$ cat src/rtl/deglitch_pkg.sv
package deglitch_pkg;

    // Channel variant: low side filters both edges alike,
    // high side uses the turn-off suppression band.
    typedef enum logic {
        CH_LOW  = 1'b0,
        CH_HIGH = 1'b1
    } chan_e;

    // Depth of the pin synchroniser.
    localparam int unsigned SYNC_STAGES = 2;

    // Decision bundle produced by the edge filter.
    typedef struct packed {
        logic on;      // filtered switch request
        logic commit;  // pulse: a turn-off was accepted this cycle
    } filt_out_t;

    function automatic int unsigned max2(input int unsigned a, input int unsigned b);
        return (a > b) ? a : b;
    endfunction

    // Bits needed to hold values 0..n (at least one).
    function automatic int unsigned cnt_bits(input int unsigned n);
        return (n < 1) ? 1 : $clog2(n + 1);
    endfunction

endpackage

$ cat src/rtl/cmd_sync.sv
module cmd_sync
    import deglitch_pkg::*;
#(
    parameter int unsigned STAGES = SYNC_STAGES
) (
    input  logic clk,
    input  logic rst,
    input  logic pin_n,
    output logic req_on
);

    logic [STAGES-1:0] chain_q;

    // Reset to the idle (high) pin level so nothing is requested.
    always_ff @(posedge clk) begin
        if (rst) begin
            chain_q <= '1;
        end else begin
            chain_q <= {chain_q[STAGES-2:0], pin_n};
        end
    end

    assign req_on = ~chain_q[STAGES-1];

endmodule

$ cat src/rtl/edge_filter.sv
module edge_filter
    import deglitch_pkg::*;
#(
    parameter chan_e       CHANNEL     = CH_HIGH,
    parameter int unsigned ON_CYC      = 27,
    parameter int unsigned OFF_MIN_CYC = 22
) (
    input  logic      clk,
    input  logic      rst,
    input  logic      req_on,
    input  logic      hold_ok,
    output filt_out_t fo
);

    // Turn-off length: the variant chooses its own threshold.
    localparam int unsigned OFF_T = (CHANNEL == CH_HIGH) ? OFF_MIN_CYC : ON_CYC;
    localparam int unsigned CW    = cnt_bits(max2(ON_CYC, OFF_T));
    localparam logic [CW-1:0] ON_LAST  = CW'(ON_CYC - 1);
    localparam logic [CW-1:0] OFF_LAST = CW'(OFF_T - 1);

    logic          on_q;
    logic [CW-1:0] cnt_q;
    logic [CW-1:0] last;
    logic          differ;
    logic          reached;
    logic          may_switch;

    always_comb begin
        last       = on_q ? OFF_LAST : ON_LAST;
        differ     = (req_on != on_q);
        reached    = (cnt_q >= last);
        // Turn-off is never held back; turn-on waits for the off-hold timer.
        may_switch = on_q | hold_ok;
    end

    always_ff @(posedge clk) begin
        if (rst) begin
            on_q  <= 1'b0;
            cnt_q <= '0;
        end else if (!differ) begin
            cnt_q <= '0;
        end else if (reached) begin
            if (may_switch) begin
                on_q  <= req_on;
                cnt_q <= '0;
            end
        end else begin
            cnt_q <= cnt_q + 1'b1;
        end
    end

    always_comb begin
        fo.on     = on_q;
        fo.commit = differ & reached & on_q;
    end

endmodule

$ cat src/rtl/off_hold_timer.sv
module off_hold_timer
    import deglitch_pkg::*;
#(
    parameter int unsigned SPAN = 18
) (
    input  logic clk,
    input  logic rst,
    input  logic start,
    output logic done
);

    localparam int unsigned   HW   = cnt_bits(SPAN);
    localparam logic [HW-1:0] LOAD = (SPAN > 0) ? HW'(SPAN - 1) : '0;

    logic [HW-1:0] rem_q;

    // Counts the edges left before a turn-on may complete.
    always_ff @(posedge clk) begin
        if (rst) begin
            rem_q <= '0;
        end else if (start) begin
            rem_q <= LOAD;
        end else if (rem_q != '0) begin
            rem_q <= rem_q - 1'b1;
        end
    end

    assign done = (rem_q == '0);

endmodule

$ cat src/rtl/pwm_cmd_deglitch.sv
module pwm_cmd_deglitch
    import deglitch_pkg::*;
#(
    parameter chan_e       CHANNEL     = CH_HIGH,
    parameter int unsigned ON_CYC      = 27,
    parameter int unsigned OFF_MIN_CYC = 22,
    parameter int unsigned OFF_MAX_CYC = 40
) (
    input  logic clk,
    input  logic rst,
    input  logic cmd_n,
    output logic sw_on
);

    // Hold span after an accepted turn-off; zero disables it.
    localparam int unsigned HOLD_SPAN =
        (CHANNEL == CH_HIGH && OFF_MAX_CYC > OFF_MIN_CYC) ? (OFF_MAX_CYC - OFF_MIN_CYC) : 0;

    logic      req_on;
    logic      hold_ok;
    filt_out_t fo;

    cmd_sync #(
        .STAGES(SYNC_STAGES)
    ) u_sync (
        .clk   (clk),
        .rst   (rst),
        .pin_n (cmd_n),
        .req_on(req_on)
    );

    edge_filter #(
        .CHANNEL    (CHANNEL),
        .ON_CYC     (ON_CYC),
        .OFF_MIN_CYC(OFF_MIN_CYC)
    ) u_filt (
        .clk    (clk),
        .rst    (rst),
        .req_on (req_on),
        .hold_ok(hold_ok),
        .fo     (fo)
    );

    off_hold_timer #(
        .SPAN(HOLD_SPAN)
    ) u_hold (
        .clk  (clk),
        .rst  (rst),
        .start(fo.commit),
        .done (hold_ok)
    );

    assign sw_on = fo.on;

endmodule

$ cat config.mk
export PLATFORM = sky130hd
export DESIGN_NAME = pwm_cmd_deglitch
export DESIGN_NICKNAME = d
export VERILOG_FILES = /design/src/rtl/deglitch_pkg.sv /design/src/rtl/cmd_sync.sv /design/src/rtl/edge_filter.sv /design/src/rtl/off_hold_timer.sv /design/src/rtl/pwm_cmd_deglitch.sv
export SDC_FILE = /design/constraint.sdc
export NUM_CORES = 1
export LEC_CHECK = 0
export BUFFER_PORTS_ARGS = -buffer_cell sky130_fd_sc_hd__buf_4
export CORE_MARGIN = 1
export CORE_UTILIZATION = 35
export CTS_CLUSTER_DIAMETER = 40
export DETAILED_ROUTE_END_ITERATION = 10
export GPL_TIMING_DRIVEN = 0
export SKIP_CTS_REPAIR_TIMING = 1
export SYNTH_ARGS = -nofsm -noshare
export SYNTH_HDL_FRONTEND = slang
export SYNTH_SLANG_ARGS = --single-unit
$ cat constraint.sdc
create_clock -name clk -period 3 [get_ports clk]
set_clock_uncertainty 0.1 [all_clocks]
set_input_delay 0.9 -clock clk [delete_from_list [all_inputs] [get_ports clk]]
set_output_delay 0.9 -clock clk [all_outputs]
set_load 0.01 [all_outputs]
==> impl_results.html <==
<table>
<tr><th>Metric</th><th>Value</th></tr>
<tr><th colspan="2">Placement</th></tr>
<tr><td>Total cell area at the placement stage</td><td>744 um^2</td></tr>
<tr><td>Routability congestion estimate</td><td>between 0.7 and 0.8</td></tr>
<tr><td># port buffers</td><td>2</td></tr>
<tr><td>HPWL Detailed</td><td>between 900 and 1000 um</td></tr>
<tr><th colspan="2">Timing</th></tr>
<tr><td>Final slew viol count</td><td>0</td></tr>
<tr><td>Count of final hold-check violations</td><td>0</td></tr>
<tr><td>Post-layout min period</td><td>between 2 and 2.5 ns</td></tr>
<tr><td>Unrepaired setup endpoints after global routing</td><td>false</td></tr>
<tr><td>Transition time of the tightest slew-check pin</td><td>~0.55 ns</td></tr>
<tr><td>Fraction of the cycle the final worst path needs</td><td>slightly above 70%</td></tr>
<tr><td>Sum of negative setup slack</td><td>0 ns</td></tr>
<tr><td>FMAX</td><td>0.471 GHz</td></tr>
<tr><td>Setup violation total in the final timing report</td><td>0</td></tr>
<tr><td>Max-slew headroom</td><td>62.8%</td></tr>
<tr><th colspan="2">Logic synthesis</th></tr>
<tr><td>Synth warn</td><td>0</td></tr>
<tr><td>Register bit total from synthesis</td><td>13</td></tr>
<tr><td>Number of instances in the synthesized netlist</td><td>77</td></tr>
<tr><td>Combinational family with the most area after synthesis</td><td>simple AND/OR/NAND/NOR gates</td></tr>
<tr><td>Compound-Gate Fraction of Synth Area</td><td>approximately a fifth</td></tr>
<tr><td>Average size of a mapped cell</td><td>about 9.1 um^2</td></tr>
<tr><td>Multiplexer area fraction after synthesis</td><td>0%</td></tr>
<tr><td>Post-synthesis share of cell area spent on xor and xnor gates</td><td>5.02%</td></tr>
<tr><td>Post-Synth Adder-Cell Area</td><td>a little over a tenth</td></tr>
<tr><td>Post-Synthesis Net Count</td><td>86</td></tr>
<tr><td>Portion of the post-synthesis area used by sequential elements</td><td>around 37%</td></tr>
<tr><td>Basic-gate share of the synthesized area counting and, or, nand and nor cells</td><td>between 20% and 30%</td></tr>
<tr><td>Number of distinct library cell variants in the gate-level netlist after synthesis</td><td>28</td></tr>
<tr><td>Total standard cell area after synthesis</td><td>around 700 um^2</td></tr>
<tr><th colspan="2">Finish</th></tr>
<tr><td>Nets</td><td>just over 90</td></tr>
<tr><td>Layout cells sized above 1</td><td>between 10% and 20%</td></tr>
<tr><td>Fill count</td><td>between 150 and 200</td></tr>
<tr><td>Area overhead of the layout relative to synthesis</td><td>10.6%</td></tr>
<tr><td>Area occupied by multi-input gates</td><td>about 420 um^2</td></tr>
<tr><td>Antenna diodes</td><td>0</td></tr>
<tr><td>Area of all sequential standard cells</td><td>approximately 260 um^2</td></tr>
<tr><td>Cell area after layout</td><td>around 770 um^2</td></tr>
<tr><th colspan="2">GRT</th></tr>
<tr><td>Busiest layer in global routing</td><td>met2</td></tr>
<tr><td>Number of antenna violations at the first check in global routing</td><td>0</td></tr>
<tr><td>Via count of the first global-routing pass</td><td>approximately 500</td></tr>
<tr><td>Maximum number of pins on one net before global-route repair</td><td>11</td></tr>
<tr><td>Global routing met1 resource utilization</td><td>about a fifth</td></tr>
<tr><td>Overall track demand over capacity in global routing</td><td>14.6%</td></tr>
<tr><td>Total congestion overflow after global routing</td><td>0</td></tr>
<tr><td>Global-route met2 utilization</td><td>between 20% and 30%</td></tr>
<tr><td>Fraction of met3 tracks used by global routing</td><td>3.53%</td></tr>
<tr><td>First-pass GRT wire length</td><td>between 2000 and 2500 um</td></tr>
<tr><th colspan="2">Detailed routing</th></tr>
<tr><td>Routed wirelength normalized by instance count</td><td>12.0 um</td></tr>
<tr><td>Vias/cell</td><td>between 5 and 6</td></tr>
<tr><td>Post-detailed-route DRC marker count</td><td>0</td></tr>
<tr><td>Initial DRC Count</td><td>23</td></tr>
<tr><td>1st-pass router iterations</td><td>4</td></tr>
<tr><td>Total routed wirelength</td><td>between 1000 and 1500 um</td></tr>
<tr><td>Antenna-violating nets left</td><td>0</td></tr>
<tr><td>Vias</td><td>566</td></tr>
<tr><th colspan="2">Die</th></tr>
<tr><td>Die ar.</td><td>roughly 2200 um^2</td></tr>
<tr><td>Die width</td><td>46.7 um</td></tr>
<tr><td>Standard cell core area</td><td>~1800 um^2</td></tr>
<tr><td>I/O Pins</td><td>4</td></tr>
<tr><td># rows</td><td>15</td></tr>
<tr><td>Height of the die</td><td>46.7 um</td></tr>
<tr><td>Initial core utilization</td><td>38.8%</td></tr>
<tr><th colspan="2">Setup path</th></tr>
<tr><td>Critical path startpoint category</td><td>register</td></tr>
<tr><td>CP Data Arrival Time</td><td>between 2 and 2.5 ns</td></tr>
<tr><td>Crit path kind</td><td>reg2reg</td></tr>
<tr><td>Critical-path cell with the highest stage delay</td><td>sky130_fd_sc_hd__dfxtp_1</td></tr>
<tr><td>Capturing element type of the critical path</td><td>register</td></tr>
<tr><td>Critical-path cell list</td><td>inv_1 -&gt; ha_1 -&gt; o21ai_0 -&gt; o21ai_1 -&gt; a221oi_1 -&gt; a31o_2</td></tr>
<tr><td>Delay of the slowest critical-path stage</td><td>around 0.54 ns</td></tr>
<tr><td>Data required time at the worst endpoint</td><td>a little over 3 ns</td></tr>
<tr><td>Crit-path max FO</td><td>9</td></tr>
<tr><th colspan="2">CTS</th></tr>
<tr><td>TritonCTS Buffers</td><td>3</td></tr>
<tr><td>Clock sink count</td><td>13</td></tr>
<tr><td>CTS clock-pin slew for the worst setup and hold paths</td><td>approximately 0.090 ns</td></tr>
<tr><td>H-tree depth reported by CTS</td><td>1</td></tr>
<tr><td>Bufs on Longest Clock Path</td><td>2</td></tr>
<tr><td>Clock latency on the worst-skew pair</td><td>between 0.2 and 0.3 ns</td></tr>
<tr><td>Clock root buffer</td><td>sky130_fd_sc_hd__clkbuf_4</td></tr>
<tr><td>CTS tree</td><td>yes</td></tr>
<tr><th colspan="2">Status</th></tr>
<tr><td>Status</td><td>completed</td></tr>
<tr><th colspan="2">Min path</th></tr>
<tr><td>Class of the most critical hold timing path</td><td>reg2reg</td></tr>
<tr><th colspan="2">Power</th></tr>
<tr><td>Static Leakage</td><td>~0.00028 uW</td></tr>
<tr><td>Peak ir drop on the vdd network</td><td>roughly 0.43 mV</td></tr>
<tr><td>Pwr/cell area</td><td>690 nW/um^2</td></tr>
<tr><th colspan="2">Job</th></tr>
<tr><td>Number of violations of the max-capacitance limit</td><td>0</td></tr>
</table>
-- power breakdown --
part | total (uW) | leakage (uW) | switching [uW] | internal (uW)
clock | 111 | 0.0000177 | 61.4 | 49.6
sequential | 228 | 0.000106 | 27.0 | 201
combinational | 194 | 0.000157 | 96.9 | 96.9
total | 533 | 0.000281 | 185 | 347
-- metal layers --
layer  vias to the layer above  wire length, um
li1                        295                -
met1                       255              678
met2                        11              543
met3                         5               41
met4                         0               36
met5                         -                0
-- critical path: cells and delay by family (launching register included) --
| family | cells | cell delay [ns] |
|---|---|---|
| flip-flops | 1 | 0.54 |
| adder cells (fa/ha/maj) | 1 | 0.28 |
| AO/OA/AOI/OAI | 4 | 1.01 |
| buffers and inverters | 1 | 0.08 |
-- placed cells by master, fill, tap and decap left out, types with 3 or more instances in the layout --
cell / instances
sky130_fd_sc_hd__dfxtp_1: 13
sky130_fd_sc_hd__nand2_1: 3
sky130_fd_sc_hd__or2_2: 4
sky130_fd_sc_hd__o21ai_0: 5
sky130_fd_sc_hd__inv_1: 4
sky130_fd_sc_hd__xnor2_1: 3
sky130_fd_sc_hd__nor3_1: 3
sky130_fd_sc_hd__ha_1: 6
sky130_fd_sc_hd__a21oi_1: 6
sky130_fd_sc_hd__nand2b_1: 3
sky130_fd_sc_hd__clkbuf_4: 3
sky130_fd_sc_hd__nor2_1: 4
-- cell usage after synthesis, drive strengths merged --
library cell | n | area share [%]
nor2 | 5 | 3.0
nor3 | 3 | 2.1
nor4 | 2 | 1.8
a21oi | 6 | 4.3
and3 | 1 | 1.6
ha | 6 | 11
a311oi | 1 | 1.3
or2 | 4 | 3.6
inv | 4 | 2.1
nor3b | 1 | 1.1
a31oi | 1 | 0.90
dfxtp | 13 | 37
nand2 | 3 | 1.6
nand4 | 2 | 1.8
nand2b | 3 | 2.7
xnor2 | 3 | 3.8
or3 | 1 | 0.90
a31o | 2 | 2.5
o21a | 2 | 2.1
xor2 | 1 | 1.3
o21ai | 6 | 4.3
nand3 | 2 | 1.4
a221oi | 2 | 2.5
clkbuf | 1 | 0.54
o31a | 1 | 1.3
nor4b | 1 | 3.4
-- sequential cells by signal (all words and copies together) (netlist names) --
register,flops
u_sync.chain_q,2
u_hold.rem_q,5
u_filt.cnt_q,5
u_filt.on_q,1
-- through the flow --
stage / power [uW] / hold WS (ns) / worst slack (ns) / util [%] / instances
final: 533 / 0.320 / 0.876 / 42.8 / 108
after global routing: 577 / 0.352 / 0.718 / 42.8 / 108
after CTS: 538 / 0.324 / 0.867 / 42.8 / 108
after detailed placement: 426 / 0.300 / 0.915 / 41.3 / 104
after global placement: 418 / 0.294 / 0.967 / 41.3 / 104
after floorplan: 394 / 0.289 / 1.10 / - / 77
-- cells by family after synthesis --
logic type	after synthesis
AOI/OAI and AO/OA	21
buffers and inverters	5
and+or+nand+nor	28
DFF	13
xor gates and xnor gates	4
adders and majority gates	6
-- worst paths after layout --
check                                                   from                            to  slack [ns]  depth (start not counted)
worst max-delay path                u_filt.on_q$_SDFFE_PP0P_  u_filt.cnt_q[3]$_SDFFE_PP0P_        0.88                          6
worst min-delay path            u_sync.chain_q[0]$_SDFF_PP1_  u_sync.chain_q[1]$_SDFF_PP1_        0.32                          1
worst max register to register      u_filt.on_q$_SDFFE_PP0P_  u_filt.cnt_q[3]$_SDFFE_PP0P_        0.88                          6
worst min register to register  u_sync.chain_q[0]$_SDFF_PP1_  u_sync.chain_q[1]$_SDFF_PP1_        0.32                          1
-- area by class of cell --
type	count	area share, %
clock inverters	1	0.648
multi-input cells	59	54.3
plain buffers	1	0.486
clock buffers	3	2.92
inverters	4	1.94
flip-flops and latches	13	33.7
repair buffers	2	1.94
well taps	25	4.05
No activity file was read; power rests on OpenSTA's default activity.
